**src/rtl/sar_pkg.sv**
```systemverilog
package sar_pkg;
  parameter int SAR_MAX_W = 10;
  localparam int IDX_W = $clog2(SAR_MAX_W);

  typedef enum logic [1:0] {ST_IDLE, ST_ARM, ST_TRIAL} seqState_t;

  // strobes from the sequencer to the datapath
  typedef struct packed {
    logic             capture;  // latch channel, load MSB trial code
    logic             resolve;  // sample comparator for current bit
    logic             last;     // current bit is the final trial
    logic             busy;     // conversion in progress
    logic [IDX_W-1:0] bitIdx;   // bit under trial
  } seqStrobe_t;
endpackage

```
**src/rtl/sar_seq.sv**
```systemverilog
module sar_seq
  import sar_pkg::*;
#(
  parameter int DATA_W      = SAR_MAX_W,
  parameter int NARROW_W    = 8,
  parameter int SETTLE_CLKS = 4
) (
  input  logic       clk,
  input  logic       rstN,
  input  logic       startPulse,
  input  logic       mode8,
  input  logic       standby,
  output seqStrobe_t strb
);
  localparam int SET_W = $clog2(SETTLE_CLKS + 1);
  localparam logic [SET_W-1:0] SETTLE_END = SET_W'(SETTLE_CLKS - 1);
  localparam logic [IDX_W-1:0] MSB_IDX    = IDX_W'(DATA_W - 1);
  localparam logic [IDX_W-1:0] NARROW_LOW = IDX_W'(DATA_W - NARROW_W);

  seqState_t        state;
  logic [SET_W-1:0] settleCnt;
  logic [IDX_W-1:0] bitIdx;
  logic             mode8Q;
  logic             standbyQ;
  logic [IDX_W-1:0] lowIdx;
  logic             settled;

  assign lowIdx  = mode8Q ? NARROW_LOW : '0;
  assign settled = (settleCnt == SETTLE_END);

  always_comb begin
    strb.busy    = (state != ST_IDLE);
    strb.capture = (state == ST_ARM) && !standby;
    strb.resolve = (state == ST_TRIAL) && settled && !standby;
    strb.last    = (bitIdx == lowIdx);
    strb.bitIdx  = bitIdx;
  end

  always_ff @(posedge clk or negedge rstN) begin
    if (!rstN) begin
      state     <= ST_IDLE;
      settleCnt <= '0;
      bitIdx    <= '0;
      mode8Q    <= 1'b0;
      standbyQ  <= 1'b1;
    end else begin
      standbyQ <= standby;
      case (state)
        ST_IDLE: begin
          if (startPulse && !standby && !standbyQ) begin
            state  <= ST_ARM;
            mode8Q <= mode8;
          end
        end
        ST_ARM: begin
          if (standby) begin
            state <= ST_IDLE;
          end else begin
            state     <= ST_TRIAL;
            bitIdx    <= MSB_IDX;
            settleCnt <= '0;
          end
        end
        ST_TRIAL: begin
          if (standby) begin
            state <= ST_IDLE;
          end else if (settled) begin
            settleCnt <= '0;
            if (strb.last) state <= ST_IDLE;
            else           bitIdx <= bitIdx - 1'b1;
          end else begin
            settleCnt <= settleCnt + 1'b1;
          end
        end
        default: state <= ST_IDLE;
      endcase
    end
  end
endmodule

```
**src/rtl/sar_dp.sv**
```systemverilog
module sar_dp
  import sar_pkg::*;
#(
  parameter int DATA_W = SAR_MAX_W,
  parameter int CHAN_W = 3
) (
  input  logic              clk,
  input  logic              rstN,
  input  seqStrobe_t        strb,
  input  logic [CHAN_W-1:0] chanSel,
  input  logic              cmpIn,
  input  logic              readEn,
  output logic [DATA_W-1:0] dacCode,
  output logic [CHAN_W-1:0] muxSel,
  output logic [DATA_W-1:0] dataOut,
  output logic              dataOe
);
  localparam logic [DATA_W-1:0] MSB_CODE = {1'b1, {(DATA_W-1){1'b0}}};

  logic [CHAN_W-1:0] chanQ;
  logic [DATA_W-1:0] codeQ;
  logic [DATA_W-1:0] resultQ;
  logic [DATA_W-1:0] nextCode;

  always_comb begin
    nextCode = codeQ;
    nextCode[strb.bitIdx] = cmpIn;
    if (!strb.last && (strb.bitIdx != '0))
      nextCode[strb.bitIdx - 1'b1] = 1'b1;
  end

  always_ff @(posedge clk or negedge rstN) begin
    if (!rstN) begin
      chanQ   <= '0;
      codeQ   <= '0;
      resultQ <= '0;
    end else begin
      if (strb.capture) begin
        chanQ <= chanSel;
        codeQ <= MSB_CODE;
      end else if (strb.resolve) begin
        codeQ <= nextCode;
        if (strb.last) resultQ <= nextCode;
      end
    end
  end

  assign dacCode = codeQ;
  assign muxSel  = chanQ;
  assign dataOe  = readEn;

  always_comb begin
    if (!readEn)        dataOut = '0;
    else if (strb.busy) dataOut = DATA_W'(chanQ);
    else                dataOut = resultQ;
  end
endmodule

```
**src/rtl/sar_conv_ctrl.sv**
```systemverilog
module sar_conv_ctrl
  import sar_pkg::*;
#(
  parameter int DATA_W      = SAR_MAX_W,
  parameter int NARROW_W    = 8,
  parameter int CHAN_W      = 3,
  parameter int SETTLE_CLKS = 4
) (
  input  logic              clk,
  input  logic              rstN,
  input  logic              startPulse,
  input  logic [CHAN_W-1:0] chanSel,
  input  logic              mode8,
  input  logic              standby,
  input  logic              readEn,
  input  logic              cmpIn,
  output logic [DATA_W-1:0] dacCode,
  output logic [CHAN_W-1:0] muxSel,
  output logic [DATA_W-1:0] dataOut,
  output logic              dataOe,
  output logic              statusFlag
);
  seqStrobe_t strb;

  sar_seq #(
    .DATA_W(DATA_W), .NARROW_W(NARROW_W), .SETTLE_CLKS(SETTLE_CLKS)
  ) u_seq (
    .clk(clk), .rstN(rstN), .startPulse(startPulse), .mode8(mode8),
    .standby(standby), .strb(strb)
  );

  sar_dp #(.DATA_W(DATA_W), .CHAN_W(CHAN_W)) u_dp (
    .clk(clk), .rstN(rstN), .strb(strb), .chanSel(chanSel), .cmpIn(cmpIn),
    .readEn(readEn), .dacCode(dacCode), .muxSel(muxSel),
    .dataOut(dataOut), .dataOe(dataOe)
  );

  assign statusFlag = !strb.busy || standby;
endmodule

```
**config.mk**
```make
export PLATFORM = sky130hd
export DESIGN_NAME = sar_conv_ctrl
export DESIGN_NICKNAME = d
export VERILOG_FILES = /design/src/rtl/sar_pkg.sv /design/src/rtl/sar_seq.sv /design/src/rtl/sar_dp.sv /design/src/rtl/sar_conv_ctrl.sv
export SDC_FILE = /design/constraint.sdc
export NUM_CORES = 1
export LEC_CHECK = 0
export BUFFER_PORTS_ARGS = -buffer_cell sky130_fd_sc_hd__buf_2
export CAP_MARGIN = 20
export CELL_PAD_IN_SITES_DETAIL_PLACEMENT = 1
export CELL_PAD_IN_SITES_GLOBAL_PLACEMENT = 1
export CORE_UTILIZATION = 39
export CTS_CLUSTER_DIAMETER = 120
export CTS_CLUSTER_SIZE = 14
export DETAILED_ROUTE_END_ITERATION = 6
export PLACE_DENSITY_LB_ADDON = 0.15
export SETUP_SLACK_MARGIN = 0.3
export SLEW_MARGIN = 0
export SYNTH_ARGS = -nofsm -noshare
export SYNTH_HDL_FRONTEND = slang
export SYNTH_HIERARCHICAL = 1
export SYNTH_SLANG_ARGS = --single-unit
```
**constraint.sdc**
```tcl
create_clock -name clk -period 1.8 [get_ports clk]
set_clock_uncertainty 0.1 [all_clocks]
set_input_delay 0.18 -clock clk [delete_from_list [all_inputs] [get_ports clk]]
set_output_delay 0.18 -clock clk [all_outputs]
set_load 0.02 [all_outputs]
```
**Yosys cells after proc, flatten, opt, wreduce, memory -nomap -nowiden**

Index checks and enable logic that the tools add are counted.

- Add/subtract/negate cells: 2
- Magnitude comparators: 4
- Equality and inequality tests: 11
- Mux-type cells: 26
- Bitwise logic cells: 2
- Reduce and logical (&&, ||, !) cells: 23

Operators by type and width:

| operator | number |
|---|---|
| two-way mux 10 bit | 5 |
| two-way mux 4 bit | 4 |
| two-way mux 2 bit | 6 |
| bitwise mux 10 bit | 1 |
| less-than comparator 4 x 5 -> 1 bit, second input constant | 2 |
| bitwise OR 10 bit | 1 |
| two-way mux 3 bit | 3 |
| AND reduction 3 bit | 3 |
| demux 1 bit (select 4 bit) | 2 |
| greater-or-equal comparator 4 x 1 -> 1 bit, second input constant | 2 |
| logical AND 1 bit | 8 |
| one-hot mux 4 bit (2 select lines) | 1 |
| inequality test 2 bit, second input constant | 3 |
| inequality test 3 x 2 -> 1 bit, second input constant | 2 |
| one-hot mux 2 bit (3 select lines) | 1 |
| one-hot mux 3 bit (2 select lines) | 1 |
| nonzero test 2 bit | 3 |
| AND reduction 5 bit | 1 |
| == test 4 bit | 1 |
| zero test 1 bit | 4 |
| inequality test 2 x 1 -> 1 bit, second input constant | 2 |
| nonzero test 4 bit | 1 |
| subtractor 4 x 1 -> 4 bit, second input constant | 1 |
| adder 3 x 1 -> 3 bit, second input constant | 1 |
| 8 further kinds | 9 |

- Bits in registers: 34
- Input bits: 10
- Output and inout port bits: 25
- Word-level logic and storage cells: 76

**Logic depth before layout (Yosys ltp)**

- Depth after elaboration: 9
- Gate-level depth with buffers: 8
- Depth with buffers taken out: 6

**Hierarchy**

Netlist, hierarchy kept.

Modules (own cells, without submodules):

| module | instances | cells each | area an instance (um2) |
|---|---|---|---|
| sar_dp | 1 | 137 | 1396.3 |
| sar_seq | 1 | 59 | 639.4 |
| sar_conv_ctrl | 1 | 1 | 6.3 |

**Worst setup path before layout**

Ideal clock, no wire load.

- Path type: register to register
- From: register u_seq.bitIdx[0]
- To: register u_dp.resultQ[8]
- Library setup time: 136 ps
- Arrival: 1608 ps
- Data required time: 1564 ps
- Setup slack: -44 ps
- Cell stages (with the launch flop): 7
- Path buffers: 1
- Clock period less this slack: 1844 ps
- Path through: dfrtp_1 nor3_1 and2_1 nand3b_1 clkbuf_1 nand2_1 o21ai_0

RTL lines:

| element | line | RTL |
|---|---|---|
| start: declaration | sar_seq.sv:22 | `logic [IDX_W-1:0] bitIdx;` |
| start signal: assignment | sar_seq.sv:70 | `else bitIdx <= bitIdx - 1'b1;` |
| end signal: assignment | sar_dp.sv:43 | `if (strb.last) resultQ <= nextCode;` |
| end: declaration | sar_dp.sv:22 | `logic [DATA_W-1:0] resultQ;` |

==> impl_metrics.csv <==
group,metric,value,unit
run_status,outcome,"complete, but fails checks",
run_status,violations,"setup timing",
finish,syn2layout_area_growth,63.5,%
clocking,insertion_delay,300,ps
placed_design,hpwl,4.09,mm
synthesis,synth_nets,209,
synthesis,avgSynthCellArea,10.4,um^2
timing,post-route-min-period,1890,ps
routing,routed-via-count,2051,
finish,antenna_cells,0,
critical_path,crit_type,"register to register",
synthesis,ys_top_cells_by_area,"dfrtp_1 40%, mux2i_1 5.9%, nor2b_1 2.8%",
synthesis,synthFlopType,"dfrtp_1",
routing,wl_met1,3.75,mm
finish,final_cell_mix,"30 x buf_4, 28 x buf_6, 28 x dfrtp_1",
routing,viasPerCell,5.88,
min_path,hold_path_depth,2,
finish,fin_area,3340,um^2
timing,slew_viol_final,0,
routing,dr_wl_met3,358,um
power_and_ir_drop,ir_drop,615,uV
timing,fmax,528,MHz
global_route,grt_overflow,0,
clocking,clockRootBuffer,"clkbuf_8",
routing,detail-route-antenna-nets,0,
critical_path,required,1870,ps
synthesis,yosys_warnings,6,
timing,hold_ws,27.9,ps
placed_design,post_dp_cell_area,2420,um^2
timing,setup_violations,24,
clocking,cts_tree,"built",
finish,fin_cells,349,
critical_path,reg2reg_from,"u_seq/state[0]",
global_route,antenna_found_initial,0,
clocking,cts.sink_count,34,
global_route,grt_use_total,25.1,%
die,initial_core_util,41.8,%
critical_path,startpoint,"u_seq/state[0]",
timing,layout_setup_ws,-94.2,ps
die,num_rows,25,
synthesis,ys_seq_area_share,41.7,%
synthesis,synth_cell_type_count,54,
timing,grt_setup_unrepaired,"yes",
critical_path,end_kind,"register",
placed_design,gp_congestion,0.829,
clocking,cts.clk_slew.worst_paths,80,ps
critical_path,reg2regPathDepth,6,
routing,dr.pass1.iters,6,
power_and_ir_drop,powerDensity,814,nW/um^2
critical_path,critical_path.max_stage_delay,430,ps
timing,worst_pin_slew,463,ps
finish,mostFrequentLayoutCell,"buf_4",
synthesis,synth_top_area_share,40.4,%
routing,detail_route.wl_per_cell,25.6,um
power_and_ir_drop,leakagePower,1.40,nW
clocking,cts_buffers,5,
timing,max_slew_margin,68.2,%
critical_path,start_kind,"register",
critical_path,ff2ff_setup_slack,-90,ps
placed_design,post-place-cells,301,
clocking,htree_levels,2,
synthesis,syn_area,2040,um^2
routing,dr.first_iter.drc_count,102,
synthesis,synth-edff-count,0,
finish,num-nets-final,293,
critical_path,crit_end,"u_dp/dacCode[3]",
synthesis,ys_async_sr_fraction,100,%
routing,highest_layer,"met4",
finish,drive_gt1_share,65.6,%
flow_run,max_cap_violations,0,
clocking,cts_buffer_depth,2,
die,die_w,74.4,um
global_route,grt_max_degree,22,
timing,post-route-period-util,105,%
synthesis,synth_area_leader_cell,"dfrtp_1",
timing,finalHoldViolations,0,
routing,drc,0,
critical_path,timing.rr.end,"u_dp/dacCode[3]",
routing,routed_wl,8.94,mm
die,pin_count,35,
routing,wl_met2,4.49,mm
global_route,grt_pass1_wl,10.2,mm
critical_path,crit_fanout,7,
critical_path,path_cells,"buf_4, nand4bb_4, nor2_4, inv_2, o41ai_2, o22ai_2",
critical_path,crit_path_top_delay_cell,"dfrtp_2",
synthesis,ys_ff_latch,34,
min_path,hp-class,"primary input to register",
die,die_h,74.4,um
global_route,grt_pass1_vias,1977,
die,core_area,4880,um^2
placed_design,io_buffers,34,
critical_path,crit_arrival,1970,ps
die,dieArea,5530,um^2
synthesis,synth_cells,197,
==> cell usage after synthesis (all sizes together) (3+ instances only) <==
library cell  number
nor4b              5
and4bb             3
a211oi             6
nand2b             6
dfrtp             33
o21ai             10
nand2             13
inv                6
nor2              14
mux2               4
nor2b              9
a311oi             3
a31oi              3
o31ai              4
clkbuf             6
buf                8
nand3              3
mux2i             12
and2               8
a21oi              7
nor3               3
==> how the worst min path moves through the flow <==
stage,startpoint,end,slack (ps)
after CTS,mode8,u_seq/mode8Q,20
final,chanSel[1],u_dp/muxSel[1],30
after global routing,chanSel[1],u_dp/muxSel[1],20
after floorplan,rstN,u_dp/dacCode[0],-220
after global placement,rstN,u_seq/bitIdx[3],10
after detailed placement,rstN,u_seq/bitIdx[2],20
==> worst max-delay path: cells and delay by family (launching register included) <==
kind | cells | cell delay (ps)
AO/OA/AOI/OAI | 2 | 530
AND/OR/NAND/NOR | 2 | 450
flip-flops | 1 | 430
buffers and inverters | 2 | 280
==> through the flow <==
stage	TNS [ps]	power, mW	setup slack, ps	util, %
3_3_place_gp	0	1.61	82.5	49.7
5_1_grt	-2180	2.81	-162	68.4
2_1_floorplan	0	1.42	89.3	-
6_report	-873	2.72	-94.2	68.4
3_5_place_dp	0	1.66	6.43	49.7
4_1_cts	0	2.42	15.3	59.4
==> final cells by class <==
class	count	area (um^2)
flip-flops and latches	34	858
repair buffers	91	836
inverters	6	37.5
clock buffers	8	90.1
well taps	67	83.8
fillers	491	1540
multi-input cells	143	1430
==> kinds of logic (layout without fill, tap and decap cells) <==
| kind of cell | count (synthesis) | count (layout) | share of synthesized area (%) |
|---|---|---|---|
| and+or+nand+nor | 79 | 79 | 27.1 |
| AOI/OAI and AO/OA | 45 | 45 | 16.0 |
| DFF | 34 | 34 | 41.7 |
| buffers and inverters | 20 | 105 | 5.45 |
| muxes | 16 | 16 | 8.09 |
| adders and majority gates | 2 | 2 | 1.23 |
| xor gates and xnor gates | 1 | 1 | 0.429 |
==> layer usage <==
metal  GRT usage [%]  vias up
met5               0        -
met4            11.3        0
met3            4.88       28
met2            43.3       63
met1            30.3     1073
li1                -      887
==> sequential cells by signal, indices dropped and copies added (netlist names) <==
signal,count
u_seq/standbyQ,1
u_seq/bitIdx,4
u_seq/settleCnt,3
u_dp/muxSel,3
u_seq/state,2
u_dp/dacCode,10
u_dp/resultQ,10
u_seq/mode8Q,1
==> power breakdown <==
group,leakage (nW),switching (mW),internal [mW],total [mW]
clock network,0.0455,0.304,0.313,0.616
logic,0.916,0.608,0.545,1.15
registers,0.439,0.101,0.849,0.950
==> timing repair <==
action | CTS | global route
gates cloned | 1 | 2
resized for setup | 65 | 65
setup buffers | 16 | 19
endpoints found under the hold margin | 14 | 0
pin swaps | 18 | 24
hold buffers | 2 | 0
setup endpoints to repair | 39 | 41
No activity file was read; power rests on OpenSTA's default activity.
